[src/rtl/bankmap_pkg.sv]
package bankmap_pkg;
  localparam int unsigned WIN_COUNT = 4;
  localparam int unsigned WIN_OFF_W = 14;
  localparam int unsigned BANK_W    = 7;
  localparam int unsigned PHYS_W    = 19;

  typedef logic [7:0]        winreg_t;
  typedef logic [BANK_W-1:0] bank_t;

  // Which bit of the force byte belongs to each window (order is fixed by behaviour).
  function automatic int unsigned force_pos(int unsigned win);
    case (win)
      0:       return 6;
      1:       return 4;
      2:       return 5;
      default: return 7;
    endcase
  endfunction

  function automatic bank_t rd_bank_of(winreg_t cfg, logic frc);
    if (cfg[7]) return cfg[6:0];
    if (frc)    return {4'b0000, cfg[2:0]};
    return {4'b0000, cfg[6:4]};
  endfunction

  function automatic bank_t wr_bank_of(winreg_t cfg);
    if (cfg[7]) return cfg[6:0];
    return {4'b0000, cfg[2:0]};
  endfunction

  function automatic logic [PHYS_W-1:0] phys_of(bank_t b, bank_t mask,
                                                logic [WIN_OFF_W-1:0] off);
    logic [PHYS_W-1:0] hi;
    hi = PHYS_W'(b & mask) << WIN_OFF_W;
    return hi | PHYS_W'(off);
  endfunction

  function automatic logic in_kbd_slot(logic [WIN_OFF_W-1:0] off);
    return &off[WIN_OFF_W-1:4];
  endfunction
endpackage

[src/rtl/bankmap_regs.sv]
module bankmap_regs
  import bankmap_pkg::*;
#(
  parameter int unsigned PORT_BASE  = 8'hF0,
  parameter int unsigned FORCE_PORT = 8'hF4
) (
  input  logic                          clk,
  input  logic                          rst_n,
  input  logic                          io_wr,
  input  logic [7:0]                    io_addr,
  input  logic [7:0]                    io_wdata,
  input  logic                          boot_end,
  output logic [WIN_COUNT-1:0][7:0]     win_q,
  output logic [7:0]                    force_q,
  output logic                          boot_q
);
  logic [WIN_COUNT-1:0] win_hit;
  logic                 force_hit;
  logic                 any_hit;

  for (genvar w = 0; w < WIN_COUNT; w++) begin : g_win
    logic [7:0] cfg_q;
    assign win_hit[w] = io_wr && (io_addr == 8'(PORT_BASE + w));
    always_ff @(posedge clk) begin
      if (!rst_n)          cfg_q <= 8'(w);
      else if (win_hit[w]) cfg_q <= io_wdata;
    end
    assign win_q[w] = cfg_q;

    AST_WIN_LOAD: assert property (@(posedge clk) disable iff (!rst_n)
      win_hit[w] |=> (cfg_q == $past(io_wdata))) else $error("window load");
  end

  assign force_hit = io_wr && (io_addr == 8'(FORCE_PORT));
  assign any_hit   = force_hit || (|win_hit);

  always_ff @(posedge clk) begin
    if (!rst_n)         force_q <= 8'h00;
    else if (force_hit) force_q <= io_wdata;
  end

  always_ff @(posedge clk) begin
    if (!rst_n)        boot_q <= 1'b1;
    else if (boot_end) boot_q <= 1'b0;
  end

  AST_BOOT_STICKY: assert property (@(posedge clk) disable iff (!rst_n)
    !boot_q |=> !boot_q) else $error("boot flag");
  AST_FOREIGN_PORT: assert property (@(posedge clk) disable iff (!rst_n)
    (io_wr && !any_hit) |=> ($stable(win_q) && $stable(force_q))) else $error("foreign port");
  AST_FORCE_LOAD: assert property (@(posedge clk) disable iff (!rst_n)
    force_hit |=> (force_q == $past(io_wdata))) else $error("force load");
endmodule

[src/rtl/bankmap_win.sv]
module bankmap_win
  import bankmap_pkg::*;
#(
  parameter int unsigned WIN_IDX = 0
) (
  input  logic [7:0] cfg,
  input  logic [7:0] force_q,
  output bank_t      rd_bank,
  output bank_t      wr_bank
);
  localparam int unsigned FBIT = force_pos(WIN_IDX);

  logic frc;
  assign frc     = force_q[FBIT];
  assign rd_bank = rd_bank_of(cfg, frc);
  assign wr_bank = wr_bank_of(cfg);
endmodule

[src/rtl/bankmap_xlate.sv]
module bankmap_xlate
  import bankmap_pkg::*;
#(
  parameter int unsigned RAM_KB = 512
) (
  input  logic                          clk,
  input  logic                          rst_n,
  input  logic [15:0]                   cpu_addr,
  input  logic                          cpu_rd,
  input  logic                          cpu_wr,
  input  logic                          boot_q,
  input  logic [WIN_COUNT-1:0][BANK_W-1:0] rd_banks,
  input  logic [WIN_COUNT-1:0][BANK_W-1:0] wr_banks,
  output logic [PHYS_W-1:0]             phys_addr,
  output logic                          ram_sel,
  output logic                          kbd_sel,
  output logic [3:0]                    kbd_index,
  output logic                          rom_sel
);
  localparam int unsigned RAM_BANKS = RAM_KB / 16;
  localparam int unsigned RAM_BYTES = RAM_KB * 1024;
  localparam bank_t       BANK_MASK = BANK_W'(RAM_BANKS - 1);

  logic [1:0]           win_idx;
  logic [WIN_OFF_W-1:0] win_off;
  logic                 is_write;
  logic                 is_read;
  bank_t                cur_rd_bank;
  bank_t                cur_wr_bank;
  bank_t                use_bank;
  logic                 rom_hit;
  logic                 kbd_hit;

  assign win_idx     = cpu_addr[15:14];
  assign win_off     = cpu_addr[WIN_OFF_W-1:0];
  assign is_write    = cpu_wr;
  assign is_read     = cpu_rd && !cpu_wr;
  assign cur_rd_bank = rd_banks[win_idx];
  assign cur_wr_bank = wr_banks[win_idx];
  assign use_bank    = is_write ? cur_wr_bank : cur_rd_bank;

  assign rom_hit = is_read && boot_q && (win_idx == 2'd0);
  assign kbd_hit = is_read && !rom_hit && (cur_rd_bank == bank_t'(3)) && in_kbd_slot(win_off);

  assign phys_addr = phys_of(use_bank, BANK_MASK, win_off);
  assign rom_sel   = rom_hit;
  assign kbd_sel   = kbd_hit;
  assign kbd_index = kbd_hit ? cpu_addr[3:0] : 4'h0;
  assign ram_sel   = (is_write || is_read) && !rom_hit && !kbd_hit;

  AST_SEL_ONEHOT: assert property (@(posedge clk) disable iff (!rst_n)
    $onehot0({ram_sel, kbd_sel, rom_sel})) else $error("selects");
  AST_IDLE_QUIET: assert property (@(posedge clk) disable iff (!rst_n)
    !(cpu_rd || cpu_wr) |-> !(ram_sel || kbd_sel || rom_sel)) else $error("idle");
  AST_KBD_READ_ONLY: assert property (@(posedge clk) disable iff (!rst_n)
    kbd_sel |-> (cpu_rd && !cpu_wr && (cpu_addr[13:4] == 10'h3FF))) else $error("kbd");
  AST_ROM_WIN0: assert property (@(posedge clk) disable iff (!rst_n)
    rom_sel |-> (boot_q && cpu_addr[15:14] == 2'd0 && !cpu_wr)) else $error("rom");
  AST_PHYS_RANGE: assert property (@(posedge clk) disable iff (!rst_n)
    int'(phys_addr) < RAM_BYTES) else $error("phys range");
endmodule

[src/rtl/bankmap_top.sv]
module bankmap_top
  import bankmap_pkg::*;
#(
  parameter int unsigned RAM_KB     = 512,
  parameter int unsigned PORT_BASE  = 8'hF0,
  parameter int unsigned FORCE_PORT = 8'hF4
) (
  input  logic        clk,
  input  logic        rst_n,
  input  logic [15:0] cpu_addr,
  input  logic        cpu_rd,
  input  logic        cpu_wr,
  input  logic        io_wr,
  input  logic [7:0]  io_addr,
  input  logic [7:0]  io_wdata,
  input  logic        boot_end,
  output logic [18:0] phys_addr,
  output logic        ram_sel,
  output logic        kbd_sel,
  output logic [3:0]  kbd_index,
  output logic        rom_sel
);
  logic [WIN_COUNT-1:0][7:0]        win_q;
  logic [7:0]                       force_q;
  logic                             boot_q;
  logic [WIN_COUNT-1:0][BANK_W-1:0] rd_banks;
  logic [WIN_COUNT-1:0][BANK_W-1:0] wr_banks;

  bankmap_regs #(.PORT_BASE(PORT_BASE), .FORCE_PORT(FORCE_PORT)) u_regs (
    .clk(clk), .rst_n(rst_n), .io_wr(io_wr), .io_addr(io_addr),
    .io_wdata(io_wdata), .boot_end(boot_end),
    .win_q(win_q), .force_q(force_q), .boot_q(boot_q)
  );

  for (genvar w = 0; w < WIN_COUNT; w++) begin : g_dec
    bankmap_win #(.WIN_IDX(w)) u_win (
      .cfg(win_q[w]), .force_q(force_q),
      .rd_bank(rd_banks[w]), .wr_bank(wr_banks[w])
    );
  end

  bankmap_xlate #(.RAM_KB(RAM_KB)) u_xlate (
    .clk(clk), .rst_n(rst_n), .cpu_addr(cpu_addr), .cpu_rd(cpu_rd),
    .cpu_wr(cpu_wr), .boot_q(boot_q), .rd_banks(rd_banks), .wr_banks(wr_banks),
    .phys_addr(phys_addr), .ram_sel(ram_sel), .kbd_sel(kbd_sel),
    .kbd_index(kbd_index), .rom_sel(rom_sel)
  );
endmodule

[config.mk]
export PLATFORM = sky130hd
export DESIGN_NAME = bankmap_top
export DESIGN_NICKNAME = d
export VERILOG_FILES = /design/src/rtl/bankmap_pkg.sv /design/src/rtl/bankmap_regs.sv /design/src/rtl/bankmap_win.sv /design/src/rtl/bankmap_xlate.sv /design/src/rtl/bankmap_top.sv
export SDC_FILE = /design/constraint.sdc
export NUM_CORES = 1
export LEC_CHECK = 0
export CAP_MARGIN = 40
export CORE_MARGIN = 2
export CORE_UTILIZATION = 49
export CTS_BUF_LIST = sky130_fd_sc_hd__clkbuf_2
export DETAILED_ROUTE_END_ITERATION = 8
export GPL_TIMING_DRIVEN = 0
export PLACE_DENSITY = 0.88
export RECOVER_POWER = 100
export SLEW_MARGIN = 30
export SYNTH_ARGS = -nofsm -noshare
export SYNTH_HDL_FRONTEND = slang
export SYNTH_SLANG_ARGS = --single-unit
[constraint.sdc]
create_clock -name clk -period 3.3 [get_ports clk]
set_clock_uncertainty 0.15 [all_clocks]
set_input_delay 0.66 -clock clk [delete_from_list [all_inputs] [get_ports clk]]
set_output_delay 0.66 -clock clk [all_outputs]
set_load 0.03 [all_outputs]
==> flow_summary.json, run 1 <==
{
  "layout_setup_ws_ns": -0.138,
  "port_buffers": 60,
  "run_status": "finished, violations left",
  "insertion_delay_ns": 0.39,
  "multiInputGateArea_um2": 1370,
  "via_per_inst": 5.77,
  "leakagePower_nw": 1.24,
  "core_region_area_um2": 4290,
  "path_clk_slew_ns": 0.18,
  "grt_pass1_wl_um": 10100,
  "dp_hpwl_um": 4600,
  "place_ws_ns": -1.22,
  "hold_viol_final": 0,
  "grt_pass1_vias": 1965,
  "critPathMaxFanout": 7,
  "netlist_area_um2": 2170,
  "drtIter0Drc": 83,
  "cts_root_buf": "clkbuf_2",
  "synthArstFlopShare_pct": 0,
  "grt.overflow.total": 0,
  "hold_depth": 2,
  "crit_type": "reg2out",
  "start_util_pct": 50.5,
  "antenna_cells": 0,
  "min_period_ns": 3.44,
  "post-route-period-util_pct": 104,
  "worst_pin_slew_ns": 1.38,
  "r2r_cells": 2,
  "violations": "negative setup slack",
  "drive_gt1_share_pct": 24.2,
  "syn_avg_cell_area_um2": 9.22,
  "powerDensity_nw_per_um2": 266,
  "synthDistinctLibCells": 32,
  "synth-compound-area-share_pct": 13.3,
  "post_drt_wl_per_cell_um": 17.9,
  "synth_fa_ha_area_share_pct": 0,
  "antenna_found_initial": 0,
  "grt_max_degree": 11,
  "dp.cells": 348,
  "synthMuxAreaShare_pct": 20.8,
  "routed_wl_um": 6430,
  "max_freq_mhz": 291,
  "critPathLaunchType": "flip-flop",
  "nets": 344,
  "netlist_instances": 235,
  "cts_hold_buf": 0,
  "clockBufferDepth": 2,
  "io_pins": 64,
  "hold_class": "reg2reg",
  "clock_sinks": 37,
  "rsz0062_at_grt": "yes",
  "n_fill_cell": 338,
  "synth_seq_area_share_pct": 34.2,
  "synth_top_family_by_area": "simple AND/OR/NAND/NOR gates",
  "endpoint_kind": "output port",
  "tns_ns": -0.697,
  "vias": 2065,
  "crit_arrival_ns": 2.63,
  "fp.dieH_um": 70.5,
  "rows": 24,
  "firstDrtPassIters": 4,
  "gp_congestion": 1.01,
  "power_mw": 0.819,
  "drc_errors": 0,
  "synth_xor_area_share_pct": 0,
  "max-cap-violations": 0,
  "grt_usage_pct": 26.3,
  "regArea_um2": 756,
  "die_area_um2": 4970,
  "drv_slew": 0,
  "yosys_warnings": 0,
  "ys_seq_elements": 37,
  "irDropWorstVdd_v": 0.000199,
  "finalNonFillerCells": 358,
  "htreeDepth": 2,
  "setup_viol": 6,
  "synth_edf_count": 0,
  "synthSimpleGateAreaFrac_pct": 22.0,
  "cts_buffers": 5,
  "area_growth_pct": 42.1,
  "die_w_um": 70.5,
  "relSlewSlack_pct": 7.03,
  "ant_nets": 0,
  "required_ns": 2.49,
  "cts_tree": "done",
  "synth_fp_nets": 273,
  "post-route-util_pct": 71.7,
  "ys.flop_type": "dfxtp_1"
}
## worst paths after layout
kind,endpoint,startpoint,slack (ns)
hold reg to reg,u_regs.g_win[1].cfg_q[3],u_regs.g_win[1].cfg_q[3],0.39
setup reg to reg,u_regs.force_q[6],u_regs.force_q[6],2.36
hold / removal,u_regs.g_win[1].cfg_q[3],u_regs.g_win[1].cfg_q[3],0.39
setup / recovery,kbd_index[3],u_regs.g_win[2].cfg_q[7],-0.14
## metrics by stage
step / hold slack [ns] / area [µm²]
floorplan: 0.302 / 2230
global placement: 0.319 / 2900
detailed placement: 0.350 / 2910
CTS: 0.385 / 3010
global route: 0.404 / 3080
finish: 0.390 / 3080
## state kept, by name, indices dropped and copies added, names as in the netlist
| name | flops |
|---|---|
| u_regs.g_win.cfg_q | 32 |
| u_regs.force_q | 4 |
| u_regs.boot_q | 1 |
## logic make-up (layout without fill, tap and decap cells)
group	Yosys count	after routing
compound gates	40	40
buf+inv	34	105
flops	37	37
mux	40	40
simple gates	84	84
## synthesized netlist by cell type, types with 3 or more instances
library cell  instances  area share (%)
dfxtp_1              37              34
mux2i_1              35              16
nor2b_1              34             9.8
nand2_1              18             3.1
buf_4                15             5.2
o21a_1               12             4.2
a211oi_1              9             3.1
clkbuf_1              8             1.4
nor2_1                7             1.2
o21ai_0               7             1.6
nor3b_1               6             2.1
inv_1                 5            0.87
a2111oi_0             4             1.6
mux4_2                4             4.2
nand2b_1              4             1.2
buf_2                 3            0.69
buf_6                 3             1.6
nand4_1               3            0.87
o211ai_1              3             1.0
## cell usage in the layout (no fill, tap or decap), types with 5 or more instances in the layout
master           Yosys  routed
o21a_1              12      12
nand2_1             18      17
buf_4               15      20
inv_1                5       5
dlygate4sd2_1        0       9
dfxtp_1             37      31
a211oi_1             9       6
nor2b_1             34      34
clkdlybuf4s50_1      0      20
clkbuf_2             0       8
mux2i_1             35      35
clkbuf_1             8       7
buf_6                3      10
o21ai_0              7       7
dlygate4sd3_1        0      19
## layout make-up
type,count,share of cell area (%)
clock inverters,1,0.122
inverters,5,0.609
plain buffers,27,6.42
clock buffers,6,0.975
well taps,52,2.11
flip-flops and latches,37,24.5
multi-input cells,164,44.4
repair buffers,66,20.9
## timing repair
action | CTS | global route
setup buffers | 2 | 3
resized for setup | 75 | 27
endpoints found under the setup margin | 12 | 8
pin swaps | 11 | 15
## report_power, final
part           switching, mW  internal [mW]  total (mW)
sequential           0.00152          0.446       0.448
clock                  0.147         0.0494       0.196
combinational         0.0842         0.0906       0.175
## routing by layer
layer / share of wire (%) / up-vias / GRT usage [%]
li1: - / 968 / -
met1: 42 / 970 / 33.0
met2: 47 / 115 / 43.3
met3: 9.2 / 12 / 7.94
met4: 1.9 / 0 / 8.55
met5: 0 / - / 0
## worst max-delay path: stages, from the launching register on
cell,delay [ns]
dfxtp_4,0.42
nor2_4,0.15
a211oi_1,0.09
or4_4,0.54
or4b_4,0.53
buf_8,0.16
nor3b_4,0.19
buf_6,0.15
Power figures use the tool's default switching activity.
==> run 2: changes to the inputs <==
Settings changed: GPL_ROUTABILITY_DRIVEN set to 0.
==> run 2 against run 1 <==
Effect of this change: non-clock buffer count shrank 5; die area is the same; highest routed layer unchanged; critical endpoint unchanged; the run still ends with negative setup slack left; sequential share of layout area grew 0.78 points; clock power shrank 4%; critical path depth grew 1.
==> flow_summary.json, run 2 (synthesized netlist as in run 1, its figures left out) <==
{
  "cts_hold_buf": 0,
  "max_freq_mhz": 289,
  "critPathLaunchType": "input port",
  "final_common_cell": "mux2i_1",
  "powerDensity_nw_per_um2": 268,
  "area_growth_pct": 38.2,
  "hold_class": "reg2reg",
  "critPathMaxFanout": 6,
  "crit_type": "in2out",
  "die_area_um2": 4970,
  "ant_nets": 0,
  "run_status": "finished, violations left",
  "min_period_ns": 3.46,
  "worst_pin_slew_ns": 1.35,
  "min_to": "u_regs.boot_q",
  "r2r_cells": 2,
  "vias": 2016,
  "final_cell_mix": "35 x mux2i_1, 34 x nor2b_1, 31 x dfxtp_1",
  "largest_register_ffs": 32,
  "irDropWorstVdd_v": 0.000248,
  "regArea_um2": 758,
  "max-cap-violations": 0,
  "relSlewSlack_pct": 8.87,
  "start_util_pct": 50.5,
  "fp.dieH_um": 70.5,
  "grt_usage_pct": 25.1,
  "cts_tree": "done",
  "hp-start": "u_regs.boot_q",
  "worst_r2r_startpoint": "u_regs.force_q[6]",
  "r2r-end": "u_regs.force_q[6]",
  "antenna_found_initial": 0,
  "crit_arrival_ns": 2.65,
  "clockBufferDepth": 2,
  "combPwrFrac_pct": 20.9,
  "top_regs": "u_regs.g_win.cfg_q (32), u_regs.force_q (4), u_regs.boot_q (1)",
  "multiInputGateArea_um2": 1340,
  "hold_viol_final": 0,
  "violations": "negative setup slack",
  "via_per_inst": 5.71,
  "port_buffers": 60,
  "p_clk_share_pct": 23.5,
  "pwr-share-seq_pct": 55.6,
  "top_register": "u_regs.g_win.cfg_q",
  "grt.overflow.total": 0,
  "power.internal_mw": 0.582,
  "n_fill_cell": 351,
  "io_pins": 64,
  "grt_pass1_wl_um": 9520,
  "layout_setup_ws_ns": -0.159,
  "firstDrtPassIters": 6,
  "cts_root_buf": "clkbuf_2",
  "endpoint_kind": "output port",
  "tns_ns": -0.816,
  "drtIter0Drc": 71,
  "post_drt_wl_per_cell_um": 17.3,
  "routed_wl_um": 6090,
  "hold_depth": 2,
  "max_stage_delay_ns": 0.54,
  "path_clk_slew_ns": 0.17,
  "cp_slowest_cell": "or4_4",
  "cts_buffers": 5,
  "grt_pass1_vias": 1922,
  "insertion_delay_ns": 0.38,
  "reg2reg_slack_ns": 2.30,
  "die_w_um": 70.5,
  "drive_gt1_share_pct": 21.3,
  "post-route-period-util_pct": 105,
  "power_mw": 0.804,
  "swShare_pct": 27.7,
  "grt_max_degree": 11,
  "drc_errors": 0,
  "rsz0062_at_grt": "yes",
  "worstPathCellList": "buf_2, nand2b_4, a211oi_2, or4_4, or4b_4, buf_8, nor3b_4, buf_6",
  "leakagePower_nw": 1.18,
  "drv_slew": 0,
  "dp_hpwl_um": 4540,
  "antenna_cells": 0,
  "htreeDepth": 2,
  "core_region_area_um2": 4290,
  "switching_power_mw": 0.223,
  "nets": 339,
  "required_ns": 2.49,
  "setup_viol": 6,
  "clock_sinks": 37,
  "rows": 24
}
[run 2: cell types whose count changed in the layout (fill, tap and decap cells not counted), sizes merged]
cell,change
buf,-4
dlymetal6s2s,-4
dlygate4sd2,+4
clkbuf,-1
[run 2: per-stage QoR]
stage / std cells / area [µm²] / setup WS (ns) / hold slack (ns) / utilization [%]
after floorplan: 235 / 2230 / 0.0211 / 0.302 / -
after global placement: 347 / 2900 / -1.23 / 0.321 / 67.5
after detailed placement: 348 / 2910 / -1.27 / 0.337 / 67.8
after CTS: 353 / 3000 / -0.114 / 0.373 / 69.8
after global routing: 353 / 3000 / -0.222 / 0.399 / 69.8
final: 353 / 3000 / -0.159 / 0.370 / 69.8
[run 2: cell type report]
cell class                      instances  share of cell area (%)
Inverter                                5                   0.627
Clock inverter                          1                   0.125
Timing Repair Buffer                   62                    19.9
Multi-Input combinational cell        164                    44.8
Tap cell                               52                    2.17
Clock buffer                            6                    1.00
Sequential cell                        37                    25.3
Buffer                                 26                    6.06
[run 2: worst max path at each step]
stage	start	endpoint	slack [ns]	depth (start not counted)
floorplan	cpu_addr[14]	kbd_index[1]	0.02	7
global placement	cpu_addr[15]	kbd_index[1]	-1.23	9
detailed placement	cpu_addr[15]	kbd_index[3]	-1.27	9
CTS	u_regs.force_q[5]	ram_sel	-0.11	7
global route	u_regs.g_win[1].cfg_q[7]	kbd_index[3]	-0.22	7
finish	cpu_addr[15]	kbd_index[3]	-0.16	8
[run 2: timing repair]
item,in CTS,in global routing
endpoints found under the setup margin,12,7
setup buffers,1,0
pin swaps,12,5
gates resized for setup,87,5
[run 2: critical path, delay by kind of cell]
kind / cells / cell delay, ns
AO/OA/AOI/OAI: 1 / 0.05
buffers and inverters: 3 / 0.50
AND/OR/NAND/NOR: 4 / 1.44
[run 2: power groups by stage]
stage | Combinational (mW) | Sequential, mW | Clock [mW]
floorplan | 0.0853 | 0.459 | 0
global placement | 0.169 | 0.459 | 0
detailed placement | 0.173 | 0.459 | 0
CTS | 0.171 | 0.447 | 0.193
global route | 0.177 | 0.447 | 0.216
finish | 0.168 | 0.447 | 0.189
[run 2: routing by layer]
| layer | track usage (%) | vias to the layer above | wire length (µm) |
|---|---|---|---|
| li1 | - | 950 | - |
| met1 | 28.5 | 933 | 2380 |
| met2 | 43.9 | 116 | 2920 |
| met3 | 7.22 | 17 | 615 |
| met4 | 10.5 | 0 | 177 |
| met5 | 0 | - | 0 |
==> run 3: changes to the inputs <==
Clock period 3.3 ns to 3.7 ns, I/O delays scaled along.
==> run 3 against run 2 <==
Effect of this change: the run now ends clean; non-clock buffer count rose by 3; core utilization is 0.70 points lower; final area fell by 1.0%; die area stayed put; setup slack better by 0.27 ns; register-to-register slack better by 0.37 ns; sequential share of layout area shrank 0.33 points; first-iteration DRC count grew 17%; clock-buffer cell count increased by 2; critical path depth unchanged.
==> flow_summary.json, run 3 (synthesized netlist as in run 1, its figures left out) <==
{
  "run_status": "finished, final reports clean",
  "io_pins": 64,
  "grt_max_degree": 11,
  "insertion_delay_ns": 0.40,
  "pwr-share-seq_pct": 54.4,
  "core_region_area_um2": 4290,
  "vias": 2018,
  "post-route-period-util_pct": 97.1,
  "crit_arrival_ns": 2.70,
  "largest_register_ffs": 32,
  "grt_pass1_wl_um": 9650,
  "finalInstanceArea_um2": 2970,
  "top_register": "u_regs.g_win.cfg_q",
  "start_util_pct": 50.5,
  "top_regs": "u_regs.g_win.cfg_q (32), u_regs.force_q (4), u_regs.boot_q (1)",
  "required_ns": 2.81,
  "powerDensity_nw_per_um2": 249,
  "dp_hpwl_um": 4430,
  "tns_ns": 0,
  "irDropWorstVdd_v": 0.000238,
  "port_buffers": 60,
  "max_freq_mhz": 278,
  "firstDrtPassIters": 4,
  "antenna_found_initial": 0,
  "switching_power_mw": 0.204,
  "post-route-util_pct": 69.1,
  "rows": 24,
  "antenna_cells": 0,
  "nets": 342,
  "relSlewSlack_pct": 54.3,
  "clockBufferDepth": 2,
  "rsz0062_at_grt": "no",
  "via_per_inst": 5.65,
  "n_fill_cell": 343,
  "routed_wl_um": 6100,
  "path_clk_slew_ns": 0.18,
  "drtIter0Drc": 83,
  "die_area_um2": 4970,
  "drive_gt1_share_pct": 19.7,
  "hold_viol_final": 0,
  "max-cap-violations": 0,
  "final_common_cell": "dfxtp_1",
  "critPathLaunchType": "flip-flop",
  "cts_tree": "done",
  "layout_setup_ws_ns": 0.108,
  "drv_slew": 0,
  "fp.dieH_um": 70.5,
  "worst_pin_slew_ns": 0.686,
  "power.internal_mw": 0.534,
  "hold_class": "reg2reg",
  "grt_pass1_vias": 1980,
  "cts_root_buf": "clkbuf_2",
  "final_cell_mix": "37 x dfxtp_1, 35 x mux2i_1, 34 x nor2b_1",
  "htreeDepth": 2,
  "critPathMaxFanout": 8,
  "grt.overflow.total": 0,
  "leakagePower_nw": 1.25,
  "reg2reg_slack_ns": 2.67,
  "swShare_pct": 27.6,
  "post_drt_wl_per_cell_um": 17.1,
  "clock_sinks": 37,
  "place_ws_ns": -0.872,
  "cts_buffers": 5,
  "min_period_ns": 3.59,
  "p_clk_share_pct": 25.4,
  "combPwrFrac_pct": 20.3,
  "endpoint_kind": "output port",
  "die_w_um": 70.5,
  "ant_nets": 0,
  "setup_viol": 0,
  "holdWs_ns": 0.362,
  "dpl_cell_area_um2": 2840,
  "drc_errors": 0,
  "crit_type": "reg2out",
  "grt_usage_pct": 25.2,
  "area_growth_pct": 36.8
}
## run 3: cell types whose count changed in the layout (fill, tap and decap cells not counted), moves of 3 or more
| cell | before | now |
|---|---|---|
| nor2_4 | 4 | 1 |
| nor3b_2 | 0 | 4 |
| dfxtp_4 | 4 | 0 |
| dlygate4sd2_1 | 13 | 2 |
| clkbuf_2 | 7 | 10 |
| dlymetal6s2s_1 | 0 | 10 |
| nor3b_4 | 4 | 0 |
| dfxtp_1 | 31 | 37 |
## run 3: final timing paths
| kind | cells past startpoint | startpoint | end |
|---|---|---|---|
| worst min register to register | 2 | u_regs.boot_q | u_regs.boot_q |
| worst max-delay path | 8 | u_regs.g_win[3].cfg_q[7] | ram_sel |
| worst max register to register | 3 | u_regs.g_win[0].cfg_q[7] | u_regs.g_win[0].cfg_q[7] |
| worst min-delay path | 2 | u_regs.boot_q | u_regs.boot_q |
## run 3: per-stage QoR
stage | instances | power (mW)
CTS | 356 | 0.738
detailed placement | 347 | 0.558
global route | 357 | 0.763
floorplan | 235 | 0.482
finish | 357 | 0.738
global placement | 347 | 0.557
## run 3: power groups by stage
stage | logic (mW) | registers [mW] | clock network (mW)
floorplan | 0.0727 | 0.409 | 0
global placement | 0.147 | 0.409 | 0
detailed placement | 0.149 | 0.409 | 0
CTS | 0.152 | 0.401 | 0.185
global route | 0.159 | 0.402 | 0.202
finish | 0.149 | 0.401 | 0.187
## run 3: critical path, stage by stage, from the launching register on
cell,delay [ns]
dfxtp_1,0.35
buf_6,0.13
nor2_2,0.13
a211oi_1,0.10
or4_4,0.54
or4b_4,0.55
buf_6,0.15
o21ba_2,0.22
buf_6,0.13
## run 3: timing repair
action / CTS / global route
setup endpoints to repair: 9 / 7
hold buffers: 0 / 0
resized for setup: 52 / 26
pin swaps: 2 / 7
setup buffers: 1 / 0
endpoints found under the hold margin: 0 / 0
## run 3: layout make-up
cell class | instances | area [µm²] | area share, %
clock buffer | 8 | 40.0 | 1.35
multi-input combinational | 164 | 1280 | 43.2
sequential | 37 | 741 | 25.0
buffer | 29 | 205 | 6.92
tap | 52 | 65.1 | 2.19
inverter | 5 | 18.8 | 0.633
timing repair buffer | 62 | 613 | 20.7
## run 3: per-layer routing
layer | vias up | share of wire [%] | global-route usage, % | routed length, µm
li1 | 962 | - | - | -
met1 | 924 | 41 | 30.0 | 2500
met2 | 116 | 47 | 41.7 | 2850
met3 | 16 | 10 | 8.08 | 614
met4 | 0 | 2.4 | 10.9 | 144
met5 | - | 0 | 0 | 0
